`config.mk`:
```
export PLATFORM = sky130hd
export DESIGN_NAME = flash_commit_seq
export DESIGN_NICKNAME = d
export VERILOG_FILES = /design/src/rtl/flc_pkg.sv /design/src/rtl/flc_mem.sv /design/src/rtl/flc_copy_engine.sv /design/src/rtl/flc_poll_seq.sv /design/src/rtl/flash_commit_seq.sv
export SDC_FILE = /design/constraint.sdc
export NUM_CORES = 2
export LEC_CHECK = 0
export BUFFER_PORTS_ARGS = -buffer_cell sky130_fd_sc_hd__buf_2
export CELL_PAD_IN_SITES_DETAIL_PLACEMENT = 2
export CELL_PAD_IN_SITES_GLOBAL_PLACEMENT = 2
export CORE_UTILIZATION = 40
export DETAILED_ROUTE_END_ITERATION = 10
export PLACE_DENSITY = 0.76
export SLEW_MARGIN = 25
export SYNTH_ARGS = -nofsm -noshare
export SYNTH_HDL_FRONTEND = slang
export SYNTH_SLANG_ARGS = --single-unit
```
`constraint.sdc`:
```
create_clock -name clk -period 5.35 [get_ports clk]
set_clock_uncertainty 0.2 [all_clocks]
set_input_delay 0.8025 -clock clk [delete_from_list [all_inputs] [get_ports clk]]
set_output_delay 0.8025 -clock clk [all_outputs]
set_load 0.05 [all_outputs]
```
`src/rtl/flc_pkg.sv`:
```
package flc_pkg;
  localparam int CSR_W    = 32;
  localparam int REQ_BIT  = 23;
  localparam int BUSY_BIT = 24;
  localparam int SEC1_BIT = 25;
  localparam int DONE_BIT = 26;
  localparam int ERR_BIT  = 28;

  typedef enum logic [1:0] {
    SQ_IDLE  = 2'd0,
    SQ_PRE   = 2'd1,
    SQ_ISSUE = 2'd2,
    SQ_POST  = 2'd3
  } seq_st_e;
endpackage

```
`src/rtl/flc_mem.sv`:
```
module flc_mem #(
  parameter int DW     = 16,
  parameter int DEPTH  = 64,
  parameter int AW     = 6,
  parameter bit REG_RD = 1'b0
) (
  input  logic          clk,
  input  logic          wr_en,
  input  logic [AW-1:0] wr_addr,
  input  logic [DW-1:0] wr_data,
  input  logic [AW-1:0] rd_addr,
  output logic [DW-1:0] rd_data
);
  logic [DW-1:0] mem_q [DEPTH];

  always_ff @(posedge clk) begin
    if (wr_en) mem_q[wr_addr] <= wr_data;
  end

  generate
    if (REG_RD) begin : g_sync_rd
      logic [DW-1:0] rd_q;
      always_ff @(posedge clk) rd_q <= mem_q[rd_addr];
      assign rd_data = rd_q;
    end else begin : g_comb_rd
      assign rd_data = mem_q[rd_addr];
    end
  endgenerate
endmodule

```
`src/rtl/flc_copy_engine.sv`:
```
module flc_copy_engine #(
  parameter int DEPTH = 64,
  parameter int AW    = 6
) (
  input  logic          clk,
  input  logic          rst_n,
  input  logic          start,
  input  logic          hold,
  output logic [AW-1:0] addr,
  output logic          wr_en,
  output logic          done
);
  localparam logic [AW-1:0] LAST = AW'(DEPTH - 1);

  logic          active_q, active_d;
  logic          done_q, done_d;
  logic [AW-1:0] addr_q, addr_d;

  assign wr_en = active_q & ~hold;

  always_comb begin
    active_d = active_q;
    done_d   = done_q;
    addr_d   = addr_q;
    if (start) begin
      active_d = 1'b1;
      done_d   = 1'b0;
      addr_d   = '0;
    end else if (wr_en) begin
      if (addr_q == LAST) begin
        active_d = 1'b0;
        done_d   = 1'b1;
      end else begin
        addr_d = addr_q + 1'b1;
      end
    end
  end

  always_ff @(posedge clk or negedge rst_n) begin
    if (!rst_n) begin
      active_q <= 1'b0;
      done_q   <= 1'b1;
      addr_q   <= '0;
    end else begin
      active_q <= active_d;
      done_q   <= done_d;
      addr_q   <= addr_d;
    end
  end

  assign addr = addr_q;
  assign done = done_q;
endmodule

```
`src/rtl/flc_poll_seq.sv`:
```
module flc_poll_seq
  import flc_pkg::*;
#(
  parameter int POLL_INTERVAL = 250,
  parameter int POLL_LIMIT    = 1000
) (
  input  logic clk,
  input  logic rst_n,
  input  logic req_pend,
  input  logic done_sts,
  input  logic rev_zero,
  input  logic sec1,
  output logic start,
  output logic clr_req,
  output logic busy,
  output logic complete,
  output logic timeout_set
);
  localparam int IV_W = $clog2(POLL_INTERVAL + 1);
  localparam int AT_W = $clog2(POLL_LIMIT + 1);
  localparam logic [IV_W-1:0] IV_RELOAD = IV_W'(POLL_INTERVAL - 1);
  localparam logic [AT_W-1:0] AT_LAST   = AT_W'(POLL_LIMIT - 1);

  seq_st_e         st_q, st_d;
  logic [IV_W-1:0] ivl_q, ivl_d;
  logic [AT_W-1:0] att_q, att_d;
  logic            pass2_q, pass2_d;

  always_comb begin
    st_d        = st_q;
    ivl_d       = ivl_q;
    att_d       = att_q;
    pass2_d     = pass2_q;
    start       = 1'b0;
    clr_req     = 1'b0;
    complete    = 1'b0;
    timeout_set = 1'b0;
    unique case (st_q)
      SQ_IDLE: begin
        if (req_pend) begin
          st_d    = SQ_PRE;
          ivl_d   = '0;
          att_d   = '0;
          pass2_d = 1'b0;
        end
      end
      SQ_ISSUE: begin
        start   = 1'b1;
        clr_req = 1'b1;
        st_d    = SQ_POST;
        ivl_d   = '0;
        att_d   = '0;
      end
      default: begin
        if (ivl_q != '0) begin
          ivl_d = ivl_q - 1'b1;
        end else if (done_sts) begin
          if (st_q == SQ_PRE) begin
            st_d = SQ_ISSUE;
          end else if (rev_zero && sec1 && !pass2_q) begin
            st_d    = SQ_ISSUE;
            pass2_d = 1'b1;
          end else begin
            complete = 1'b1;
            st_d     = SQ_IDLE;
          end
        end else if (att_q == AT_LAST) begin
          timeout_set = 1'b1;
          clr_req     = (st_q == SQ_PRE);
          st_d        = SQ_IDLE;
        end else begin
          att_d = att_q + 1'b1;
          ivl_d = IV_RELOAD;
        end
      end
    endcase
  end

  always_ff @(posedge clk or negedge rst_n) begin
    if (!rst_n) begin
      st_q    <= SQ_IDLE;
      ivl_q   <= '0;
      att_q   <= '0;
      pass2_q <= 1'b0;
    end else begin
      st_q    <= st_d;
      ivl_q   <= ivl_d;
      att_q   <= att_d;
      pass2_q <= pass2_d;
    end
  end

  assign busy = (st_q != SQ_IDLE);
endmodule

```
`src/rtl/flash_commit_seq.sv`:
```
module flash_commit_seq
  import flc_pkg::*;
#(
  parameter int DW            = 16,
  parameter int DEPTH         = 64,
  parameter int POLL_INTERVAL = 250,
  parameter int POLL_LIMIT    = 1000,
  parameter int REV_W         = 8,
  localparam int AW           = $clog2(DEPTH)
) (
  input  logic             clk,
  input  logic             rst_n,
  input  logic             csr_wr,
  input  logic [CSR_W-1:0] csr_wdata,
  output logic [CSR_W-1:0] csr_rdata,
  input  logic             sh_we,
  input  logic [AW-1:0]    sh_addr,
  input  logic [DW-1:0]    sh_wdata,
  input  logic [AW-1:0]    fl_raddr,
  output logic [DW-1:0]    fl_rdata,
  input  logic             fl_hold,
  input  logic [REV_W-1:0] rev_id,
  input  logic             sec1_valid,
  output logic             busy,
  output logic             complete,
  output logic             timeout_err
);
  logic          req_q, req_d;
  logic          err_q, err_d;
  logic          eng_start, clr_req, timeout_set, seq_busy;
  logic          eng_done, done_sts, eng_we;
  logic [AW-1:0] eng_addr;
  logic [DW-1:0] sh_rdata;

  assign done_sts = eng_done & ~fl_hold;

  always_comb begin
    req_d = req_q;
    if (clr_req) begin
      req_d = 1'b0;
    end else if (csr_wr && csr_wdata[REQ_BIT] && !seq_busy) begin
      req_d = 1'b1;
    end
    err_d = err_q;
    if (timeout_set) begin
      err_d = 1'b1;
    end else if (csr_wr && csr_wdata[ERR_BIT]) begin
      err_d = 1'b0;
    end
  end

  always_ff @(posedge clk or negedge rst_n) begin
    if (!rst_n) begin
      req_q <= 1'b0;
      err_q <= 1'b0;
    end else begin
      req_q <= req_d;
      err_q <= err_d;
    end
  end

  always_comb begin
    csr_rdata           = '0;
    csr_rdata[REQ_BIT]  = req_q;
    csr_rdata[BUSY_BIT] = seq_busy;
    csr_rdata[SEC1_BIT] = sec1_valid;
    csr_rdata[DONE_BIT] = done_sts;
    csr_rdata[ERR_BIT]  = err_q;
  end

  flc_poll_seq #(
    .POLL_INTERVAL(POLL_INTERVAL),
    .POLL_LIMIT   (POLL_LIMIT)
  ) u_seq (
    .clk        (clk),
    .rst_n      (rst_n),
    .req_pend   (req_q),
    .done_sts   (done_sts),
    .rev_zero   (rev_id == '0),
    .sec1       (sec1_valid),
    .start      (eng_start),
    .clr_req    (clr_req),
    .busy       (seq_busy),
    .complete   (complete),
    .timeout_set(timeout_set)
  );

  flc_copy_engine #(.DEPTH(DEPTH), .AW(AW)) u_eng (
    .clk  (clk),
    .rst_n(rst_n),
    .start(eng_start),
    .hold (fl_hold),
    .addr (eng_addr),
    .wr_en(eng_we),
    .done (eng_done)
  );

  flc_mem #(.DW(DW), .DEPTH(DEPTH), .AW(AW), .REG_RD(1'b0)) u_shadow (
    .clk    (clk),
    .wr_en  (sh_we),
    .wr_addr(sh_addr),
    .wr_data(sh_wdata),
    .rd_addr(eng_addr),
    .rd_data(sh_rdata)
  );

  flc_mem #(.DW(DW), .DEPTH(DEPTH), .AW(AW), .REG_RD(1'b1)) u_flash (
    .clk    (clk),
    .wr_en  (eng_we),
    .wr_addr(eng_addr),
    .wr_data(sh_rdata),
    .rd_addr(fl_raddr),
    .rd_data(fl_rdata)
  );

  assign busy        = seq_busy;
  assign timeout_err = err_q;
endmodule

```
==> impl_metrics.csv <==
group,metric,value,unit
status,status,"complete, no violations",
clocking,worstSkewPairLatency,900,ps
detailed_routing,routed_via_density,6.38,
worst_setup_path,r2r-start,"u_eng.addr[1]$_DFFE_PN0P_",
detailed_routing,totalWireLength,295,mm
yosys,ys_warn_count,0,
placement,dp_hpwl,173,mm
power_and_ir_drop,powerDensity,567,nW/um^2
final_layout,fillers,18000,
final_layout,drive_gt1_frac,0.230,
worst_setup_path,slowest_stage,"dfrtp_4",
clocking,htreeDepth,4,
worst_setup_path,path_max_fanout,75,
floorplan,design.core.area,200000,um^2
yosys,ys_ff_latch,2095,
worst_setup_path,crit_type,"flip-flop to flip-flop",
worst_setup_path,start_kind,"flip-flop",
sta,setup_slack,203,ps
power_and_ir_drop,leakage,29.8,nW
clocking,clkTransAtPathRegs,60,ps
worst_setup_path,path_cells,"buf_12 -> and3b_1 -> a22oi_1 -> a31oi_1 -> a211oi_1 -> nand3_2 -> buf_4",
yosys,synth_most_common_cell,"edfxtp_1",
power_and_ir_drop,power.share.combinational,0.283,
yosys,synth_cells,4140,
detailed_routing,drt_iter0_drc,5410,
yosys,yosysUniqueCellTypes,67,
sta,relSlewSlack,0.206,
power_and_ir_drop,power.switching,18.8,mW
global_routing,grt_max_degree,97,
clocking,numCtsBuffers,215,
sta,tightestPinTransition,1190,ps
global_routing,grt_usage,0.287,
floorplan,rows,164,
placement,post-place-ws,611,ps
worst_setup_path,end_kind,"flip-flop",
global_routing,gr-total-overflow,0,
worst_setup_path,crit_family,"compound AO/OA/AOI/OAI gates",
global_routing,grt_pass1_wl,407,mm
floorplan,initial_core_util,0.404,
worst_setup_path,cp_data_required_time,5680,ps
detailed_routing,postRouteAntennaNets,0,
worst_setup_path,reg2reg_depth,7,
sta,tns,0,ps
yosys,synth-edff-count,2048,
worst_setup_path,cp.depth,7,
detailed_routing,vias,46500,
clocking,clock_sinks,2095,
floorplan,die-area,204000,um^2
final_layout,multi_input_area,17300,um^2
global_routing,grt_pass1_vias,49200,
detailed_routing,routed-wl-met3,21.8,mm
worst_setup_path,reg2reg_to,"u_flash.mem_q[11][5]$_DFFE_PP_",
run,maxCapViolations,0,
worst_setup_path,arrival,5480,ps
yosys,syn_area,81000,um^2
worst_setup_path,setup.worst_path.end,"u_flash.mem_q[11][5]$_DFFE_PP_",
yosys,avgSynthCellArea,19.6,um^2
sta,hold_viol_final,0,
final_layout,final_nets,4517,
detailed_routing,highest_layer,"met5",
final_layout,layoutNonFillerInstCount,7279,
placement,portBuffers,67,
worst_setup_path,r2r_setup_slack,200,ps
detailed_routing,wl_met1,109,mm
placement,gp_congestion,0.888,
sta,max_clock_freq,194,MHz
detailed_routing,wl_met2,149,mm
sta,rsz0062_at_grt,"false",
power_and_ir_drop,switching_share,0.358,
sta,fin_crit_sh,0.962,
power_and_ir_drop,ir_drop,0.000840,V
final_layout,regArea,62600,um^2
final_layout,area_delta_synth_final,14.3,%
clocking,cts_resized,0,
worst_setup_path,critPathBufInv,2,
yosys,synthFlopType,"edfxtp_1",
floorplan,die-width,452,um
worst_setup_path,slowest_delay,1020,ps
yosys,yosys-top-cells-area,"edfxtp_1, mux4_2, mux2i_1",
yosys,synth_top_area_frac,0.759,
clocking,cts_buffer_depth,3,
yosys,ys_top_cells_by_count,"edfxtp_1, mux4_2, mux2i_1",
global_routing,antenna_found_initial,19,
clocking,root_buffer,"clkbuf_16",
yosys,synthArstFlopShare,0.0148,
yosys,ys_seq_area_frac,0.773,
power_and_ir_drop,p_clk_frac,0.283,
clocking,cts_tree,"done",
detailed_routing,drc,0,
detailed_routing,routedWlPerCell,40.6,um
power_and_ir_drop,p_int,33.7,mW
sta,finalSetupViolations,0,
sta,slew_viol_final,0,
yosys,synth_area_leader_cell,"edfxtp_1",
sta,final.min_clock_period,5150,ps
floorplan,pin_count,125,
min_path,hp-class,"input port to flip-flop",
worst_setup_path,crit_start,"u_eng.addr[1]$_DFFE_PN0P_",
power_and_ir_drop,seq_power_share,0.434,
sta,hold_ws,77.2,ps
floorplan,fp.dieH,452,um
detailed_routing,first_pass_iters,6,
placement,place_inst,6875,
==> registers in the layout, indices dropped and copies added, names as in the netlist, named ones only <==
register,flops
u_shadow.mem_q,1024
u_seq.ivl_q,8
u_seq.att_q,10
u_eng.addr,6
req_q,1
u_flash.mem_q,1024
u_seq.st_q,1
timeout_err,1
u_seq.pass2_q,1
u_flash.rd_data,16
u_eng.done,1
u_eng.active_q,1
==> power by group through the flow <==
stage	clock, mW	combinational, mW	sequential, mW
5_1_grt	15.4	15.1	22.8
2_1_floorplan	0	6.82	23.0
4_1_cts	15.0	14.8	22.8
3_3_place_gp	0	13.0	23.0
6_report	14.8	14.9	22.8
3_5_place_dp	0	14.5	23.1
==> cell families (layout without fill, tap and decap cells) <==
| logic type | count (synthesis) | count (layout) | synth area share |
|---|---|---|---|
| flip-flops | 2095 | 2095 | 0.773 |
| multiplexers | 626 | 626 | 0.125 |
| AO/OA/AOI/OAI | 622 | 622 | 0.0539 |
| AND/OR/NAND/NOR | 496 | 496 | 0.0283 |
| buffers and inverters | 284 | 737 | 0.0184 |
| XOR/XNOR | 12 | 12 | 0.00130 |
| adder cells (fa/ha/maj) | 4 | 4 | 0.000618 |
| other | 1 | 31 | 0.0000463 |
==> layout make-up <==
type                    instances  area share
clock buffers                 281      0.0627
multi-input cells            1787       0.187
well taps                    2656      0.0359
repair buffers                330      0.0278
inverters                      10    0.000405
flip-flops and latches       2095       0.676
clock inverters               116     0.00998
diodes                          4    0.000108
==> worst min path at each step <==
stage / startpoint / slack, ps / endpoint / depth (start not counted)
global route: sh_wdata[10] / 60 / u_shadow.mem_q[44][10]$_DFFE_PP_ / 1
finish: sh_wdata[10] / 80 / u_shadow.mem_q[44][10]$_DFFE_PP_ / 1
detailed placement: timeout_err$_DFFE_PN0P_ / 300 / timeout_err$_DFFE_PN0P_ / 1
global placement: timeout_err$_DFFE_PN0P_ / 280 / timeout_err$_DFFE_PN0P_ / 1
CTS: sh_wdata[10] / 20 / u_shadow.mem_q[44][10]$_DFFE_PP_ / 1
floorplan: u_eng.active_q$_DFFE_PN0P_ / 260 / u_eng.active_q$_DFFE_PN0P_ / 2
==> metal layers <==
| metal | global-route usage | vias to the layer above |
|---|---|---|
| met1 | 0.351 | 25300 |
| met5 | 0 | - |
| met3 | 0.0497 | 710 |
| met2 | 0.490 | 2756 |
| met4 | 0.142 | 6 |
| li1 | - | 17700 |
==> cells in the final DEF, fill, tap and decap left out, types with 22 or more instances in the layout <==
master | Yosys | final
edfxtp_1 | 2048 | 2048
mux4_2 | 301 | 301
mux2i_1 | 263 | 262
buf_4 | 51 | 243
clkbuf_16 | 0 | 217
nor2_1 | 210 | 172
a22oi_1 | 160 | 160
nand2_1 | 104 | 104
o21ai_0 | 87 | 87
a21oi_1 | 86 | 86
a221oi_1 | 78 | 78
buf_2 | 91 | 63
mux2_2 | 58 | 58
o22ai_1 | 52 | 52
nand3_1 | 53 | 51
clkbuf_1 | 86 | 50
clkinv_1 | 0 | 50
clkinv_2 | 0 | 39
a31oi_1 | 33 | 33
dfrtp_1 | 30 | 27
conb_1 | 1 | 27
nor2b_1 | 30 | 22
==> timing repair <==
action,in CTS,in global routing
hold buffers,3,0
endpoints found under the hold margin,31,0
setup buffers,0,0
==> metrics by stage <==
stage	total power [mW]	cell area, um^2	utilization
final	52.5	92600	0.462
after global routing	53.4	92600	0.462
after CTS	52.5	92600	0.462
after detailed placement	37.6	85800	0.428
after global placement	35.9	85700	0.428
after floorplan	29.8	81100	-
No activity file was read; power rests on OpenSTA's default activity.
